==> src/rtl/ssp_pkg.sv <==
package ssp_pkg;

  // Control-to-datapath strobes
  typedef struct packed {
    logic driveOut;  // serial clock falling edge: present next bit
    logic shiftIn;   // serial clock rising edge: shift chain
    logic wide;      // chain both bytes
  } sspStrobeT;

  localparam logic [1:0] ADDR_CTRL  = 2'd0;
  localparam logic [1:0] ADDR_LOWER = 2'd1;
  localparam logic [1:0] ADDR_UPPER = 2'd2;

endpackage

==> src/rtl/ssp_ctrl.sv <==
module ssp_ctrl
  import ssp_pkg::*;
#(
  parameter int BYTE_W      = 8,
  parameter int DIV_HALF    = 2,
  parameter int SYNC_STAGES = 2
) (
  input  logic      clk,
  input  logic      rstN,
  input  logic      ctrlWe,
  input  logic      startIn,
  input  logic      wideIn,
  input  logic      extIn,
  input  logic      sckIn,
  output logic      busy,
  output logic      wideMode,
  output logic      extMode,
  output logic      sckOut,
  output logic      done,
  output sspStrobeT stb
);

  localparam int DIV_W   = $clog2(DIV_HALF + 1);
  localparam int CNT_W   = $clog2(2 * BYTE_W + 1);
  localparam int SYNC_W  = SYNC_STAGES + 1;
  localparam logic [DIV_W-1:0] DIV_LAST    = DIV_W'(DIV_HALF - 1);
  localparam logic [CNT_W-1:0] LAST_NARROW = CNT_W'(BYTE_W - 1);
  localparam logic [CNT_W-1:0] LAST_WIDE   = CNT_W'(2 * BYTE_W - 1);

  logic [SYNC_W-1:0] sckSync;
  logic [DIV_W-1:0]  divCnt;
  logic [CNT_W-1:0]  bitCnt;
  logic              sckInt;
  logic              armed;

  logic extFall, extRise, tick, intFall, intRise, fallEv, riseEv, lastBit;

  // synchroniser plus one history flop for edge detection
  always_ff @(posedge clk or negedge rstN) begin
    if (!rstN) sckSync <= '1;
    else       sckSync <= {sckSync[SYNC_W-2:0], sckIn};
  end

  always_comb begin
    extFall = sckSync[SYNC_W-1] & ~sckSync[SYNC_W-2];
    extRise = ~sckSync[SYNC_W-1] & sckSync[SYNC_W-2];
    tick    = (divCnt == DIV_LAST);
    intFall = busy & ~extMode & tick & sckInt;
    intRise = busy & ~extMode & tick & ~sckInt;
    fallEv  = extMode ? (busy & extFall) : intFall;
    riseEv  = extMode ? (busy & extRise & armed) : intRise;
    lastBit = (bitCnt == (wideMode ? LAST_WIDE : LAST_NARROW));
  end

  always_ff @(posedge clk or negedge rstN) begin
    if (!rstN) begin
      busy     <= 1'b0;
      wideMode <= 1'b0;
      extMode  <= 1'b0;
      divCnt   <= '0;
      bitCnt   <= '0;
      sckInt   <= 1'b1;
      armed    <= 1'b0;
      done     <= 1'b0;
    end else begin
      done <= riseEv & lastBit;
      if (!busy) begin
        if (ctrlWe) begin
          wideMode <= wideIn;
          extMode  <= extIn;
          if (startIn) begin
            busy   <= 1'b1;
            bitCnt <= '0;
            divCnt <= '0;
            armed  <= 1'b0;
            sckInt <= 1'b1;
          end
        end
      end else begin
        if (!extMode) divCnt <= tick ? '0 : divCnt + 1'b1;
        if (intFall | intRise) sckInt <= ~sckInt;
        if (fallEv) armed <= 1'b1;
        if (riseEv) begin
          bitCnt <= bitCnt + 1'b1;
          if (lastBit) begin
            busy   <= 1'b0;
            sckInt <= 1'b1;
          end
        end
      end
    end
  end

  assign sckOut       = extMode ? 1'b1 : sckInt;
  assign stb.driveOut = fallEv;
  assign stb.shiftIn  = riseEv;
  assign stb.wide     = wideMode;

endmodule

==> src/rtl/ssp_datapath.sv <==
module ssp_datapath
  import ssp_pkg::*;
#(
  parameter int BYTE_W = 8
) (
  input  logic              clk,
  input  logic              rstN,
  input  sspStrobeT         stb,
  input  logic              wrLower,
  input  logic              wrUpper,
  input  logic [BYTE_W-1:0] wrData,
  input  logic              sdi,
  output logic [BYTE_W-1:0] lowerQ,
  output logic [BYTE_W-1:0] upperQ,
  output logic              sdo
);

  logic lowerIn;

  // in wide mode the upper byte feeds the lower one
  assign lowerIn = stb.wide ? upperQ[0] : sdi;

  always_ff @(posedge clk or negedge rstN) begin
    if (!rstN) begin
      lowerQ <= '0;
      upperQ <= '0;
      sdo    <= 1'b1;
    end else begin
      if (stb.driveOut) sdo <= lowerQ[0];
      if (stb.shiftIn) begin
        lowerQ <= {lowerIn, lowerQ[BYTE_W-1:1]};
        if (stb.wide) upperQ <= {sdi, upperQ[BYTE_W-1:1]};
      end else begin
        if (wrLower) lowerQ <= wrData;
        if (wrUpper) upperQ <= wrData;
      end
    end
  end

endmodule

==> src/rtl/ssp_top.sv <==
module ssp_top
  import ssp_pkg::*;
#(
  parameter int BYTE_W   = 8,
  parameter int DIV_HALF = 2
) (
  input  logic              clk,
  input  logic              rstN,
  input  logic [1:0]        regAddr,
  input  logic              regWe,
  input  logic [BYTE_W-1:0] regWrData,
  output logic [BYTE_W-1:0] regRdData,
  input  logic              sckIn,
  output logic              sckOut,
  input  logic              sdi,
  output logic              sdo,
  output logic              doneOut
);

  sspStrobeT         stb;
  logic              busyQ, wideQ, extQ;
  logic [BYTE_W-1:0] lowerQ, upperQ;
  logic              ctrlWe, wrLower, wrUpper;

  assign ctrlWe  = regWe & (regAddr == ADDR_CTRL);
  assign wrLower = regWe & (regAddr == ADDR_LOWER) & ~busyQ;
  assign wrUpper = regWe & (regAddr == ADDR_UPPER) & ~busyQ;

  ssp_ctrl #(.BYTE_W(BYTE_W), .DIV_HALF(DIV_HALF), .SYNC_STAGES(2)) ctrl_i (
    .clk(clk), .rstN(rstN), .ctrlWe(ctrlWe),
    .startIn(regWrData[0]), .wideIn(regWrData[1]), .extIn(regWrData[2]),
    .sckIn(sckIn), .busy(busyQ), .wideMode(wideQ), .extMode(extQ),
    .sckOut(sckOut), .done(doneOut), .stb(stb)
  );

  ssp_datapath #(.BYTE_W(BYTE_W)) dp_i (
    .clk(clk), .rstN(rstN), .stb(stb), .wrLower(wrLower), .wrUpper(wrUpper),
    .wrData(regWrData), .sdi(sdi), .lowerQ(lowerQ), .upperQ(upperQ), .sdo(sdo)
  );

  always_comb begin
    case (regAddr)
      ADDR_CTRL:  regRdData = BYTE_W'({extQ, wideQ, busyQ});
      ADDR_LOWER: regRdData = lowerQ;
      ADDR_UPPER: regRdData = upperQ;
      default:    regRdData = '0;
    endcase
  end

endmodule

==> config.mk <==
export PLATFORM = sky130hd
export DESIGN_NAME = ssp_top
export DESIGN_NICKNAME = d
export VERILOG_FILES = /design/src/rtl/ssp_pkg.sv /design/src/rtl/ssp_ctrl.sv /design/src/rtl/ssp_datapath.sv /design/src/rtl/ssp_top.sv
export SDC_FILE = /design/constraint.sdc
export NUM_CORES = 1
export LEC_CHECK = 0
export ABC_AREA = 1
export CAP_MARGIN = 20
export CORE_UTILIZATION = 58
export CTS_CLUSTER_SIZE = 16
export DETAILED_ROUTE_END_ITERATION = 8
export PLACE_DENSITY = 0.93
export SYNTH_ARGS = -nofsm -noshare
export SYNTH_HDL_FRONTEND = slang
export SYNTH_SLANG_ARGS = --single-unit
==> constraint.sdc <==
create_clock -name clk -period 3.1 [get_ports clk]
set_clock_uncertainty 0.2 [all_clocks]
set_input_delay 0.775 -clock clk [delete_from_list [all_inputs] [get_ports clk]]
set_output_delay 0.775 -clock clk [all_outputs]
set_load 0.01 [all_outputs]
==> metrics.md <==
| Metric | Value |
|---|---|
| Design area | 2100 sq um |
| Type of origin of the critical path | primary input |
| Die width | 57.5 um |
| Avg WL per Cell | 13.2 um |
| Clock Sinks | 33 |
| Rel. slew slack | 73.2% |
| Total CTS buffers | 5 |
| Die height | 57.5 um |
| Vias in the first global route | 1511 |
| Number of max-cap violations | 0 |
| Placed Area | 2060 sq um |
| Die area | 3310 sq um |
| Initial Util | 63.2% |
| Post-synthesis register bit count | 33 |
| Required time of the critical path | 2.12 ns |
| First-pass GRT wire length | 6840 um |
| Root Buffer | clkbuf_4 |
| Average size of a mapped cell | 7.60 sq um |
| Worst Setup End Kind | primary output |
| Main area contributors after synthesis | dfrtp_1 (39%), nand2_1 (23%), dfstp_2 (7.4%), nand3_1 (6.7%), inv_1 (3.6%) |
| Worst IR Drop VDD | 582 uV |
| Largest net degree at the start of global routing | 34 |
| Placed Cells | 292 |
| Share of cells above drive strength 1 | 10.8% |
| Leakage | 1.13 nW |
| Mapped Area | 1790 sq um |
| Final Slew Violations | 0 |
| Final hold vios | 0 |
| Site row count | 19 |
| Fmax | 340 MHz |
| Post-synth top cells | nand2_1 (110), dfrtp_1 (28), nand3_1 (24) |
| Core ar. | 2830 sq um |
| Final worst-path cycle share | 94.9% |
| Final worst slack | 0.158 ns |
| Vias per cell | 5.52 |
| Initial drt markers | 67 |
| CTS Hold Bufs | 0 |
| Most used flip-flop cell after synthesis | dfrtp_1 |
| Port buffer count | 25 |
| Overall routing resource usage | 27.6% |
| DRC | 2 |
| Routed Antenna Nets | 0 |
| Pwr per Cell Area | 803 nW/um^2 |
| Ant. Diodes | 0 |
| Hpwl dp | 2950 um |
| Router iterations before antenna repair | 6 |
| Synth top area share | 39.2% |
| Total congestion overflow | 0 |
| Clock Latency Late Sink | 0.34 ns |
| Total Neg Setup Slack | 0 ns |
| Fin nets | 286 |
| Net Count, Synth | 253 |
| Filler instances | 218 |
| Util after Layout | 74.4% |
| Most common cell in the netlist | nand2_1 |
| H-tree levels | 2 |
| Worst-Margin Slew | 0.401 ns |
| Final WL | 3950 um |
| Post-synth EDFFs | 0 |
| Netlist cell types | 22 |
| Failing checks | DRC |
| Clk slew on worst S/H paths | 0.10 ns |
| CP arrival | 1.97 ns |
| RSZ-0062 raised after global routing | no |
| Cells after synthesis | 235 |
| Vias | 1655 |
| Final RePlAce weighted congestion | 0.886 |
| Synth area leader | dfrtp_1 |
| Fin crit period | 2.94 ns |
| Max Buffers Root-to-Sink | 2 |
| Area delta synth->final | 17.8% |
| Pre-CTS setup slack | -0.148 ns |
| Final setup fails | 0 |
| Crit path kind | primary input to primary output |
| CTS tree | yes |
| Syn. warnings | 0 |
| Hold WC Path Type | flop to flop |
| Status | complete, but fails checks |
| Final Non-Filler Cells | 300 |
| Ports placed on the boundary | 26 |
| Initial antenna violation count | 0 |
| Seq/Total Area, Yosys | 46.6% |
| CP Max Fanout | 8 |
| FFs w/ async S/R, synth | 100% |
## layer usage
metal / wire length, um / GRT usage [%] / share of wire (%)
met4: 57 / 12.5 / 1.4
met1: 1820 / 39.6 / 46
met5: 0 / 0 / 0
met3: 248 / 6.80 / 6.3
met2: 1830 / 39.7 / 46
## state kept, by name, indices dropped and copies added (netlist names)
| register | count |
|---|---|
| dp_i.upperQ | 8 |
| ctrl_i.done | 1 |
| ctrl_i.extMode | 1 |
| ctrl_i.sckSync | 3 |
| ctrl_i.wideMode | 1 |
| ctrl_i.armed | 1 |
| ctrl_i.sckInt | 1 |
| ctrl_i.divCnt | 2 |
| dp_i.sdo | 1 |
| ctrl_i.busy | 1 |
| ctrl_i.bitCnt | 5 |
| dp_i.lowerQ | 8 |
## cells in the final DEF (no fill, tap or decap), types with 3 or more instances in the layout
cell	count
a21oi_1	3
a22o_1	5
buf_4	4
clkbuf_4	5
clkdlybuf4s50_1	17
dfrtp_1	28
dfstp_2	5
dlygate4sd2_1	8
ha_1	3
inv_1	15
inv_2	4
nand2_1	110
nand2_2	5
nand3_1	24
nor2_1	12
o211ai_1	3
o21ai_0	7
## final timing paths
kind | endpoint | cells after the start | start | slack (ns)
min in group asynchronous | ctrl_i.extMode | 2 | rstN | 0.62
max reg2reg | dp_i.upperQ[6] | 10 | ctrl_i.extMode | 0.65
max in group asynchronous | ctrl_i.sckSync[1] | 2 | rstN | 1.76
max | regRdData[7] | 6 | regAddr[1] | 0.16
min | ctrl_i.sckSync[1] | 0 | ctrl_i.sckSync[0] | 0.16
min reg2reg | ctrl_i.sckSync[1] | 0 | ctrl_i.sckSync[0] | 0.16
## logic make-up (layout without fill, tap and decap cells)
kind of cell	Yosys count	count (layout)	synth area share, %
adders and majority gates	3	3	2.10
buffers and inverters	22	56	6.37
xor gates and xnor gates	2	2	0.981
and+or+nand+nor	157	157	37.5
DFF	33	33	46.6
AOI/OAI and AO/OA	18	18	6.51
## report_power, final
part | total (mW) | switching [mW] | internal, mW
clock network | 0.230 | 0.144 | 0.0863
registers | 0.765 | 0.158 | 0.607
logic | 0.696 | 0.427 | 0.269
total | 1.69 | 0.729 | 0.962
## metrics by stage
step                total power, mW  hold slack [ns]
floorplan                      1.26            0.145
global placement               1.44            0.148
detailed placement             1.47            0.148
CTS                            1.69            0.163
global route                   1.83            0.170
finish                         1.69            0.162
## what timing repair did
action / 4_1_cts / 5_1_grt
setup buffers: 0 / 0
resized for setup: 10 / 0
setup endpoints to repair: 8 / 0
## worst max-delay path: stages
cell,delay (ns)
clkdlybuf4s50_1,0.47
inv_1,0.05
nand2_1,0.08
inv_2,0.08
a22o_1,0.22
dlygate4sd2_1,0.28
## layout make-up
cell class                      instances  area (sq um)  area share [%]
Tap cell                               31          38.8            1.84
Timing Repair Buffer                   29           270            12.8
Clock buffer                            6          41.3            1.96
Sequential cell                        33           832            39.5
Clock inverter                          2          10.0           0.476
Inverter                               19          71.3            3.39
Multi-Input combinational cell        180           841            40.0
Power figures use the tool's default switching activity.
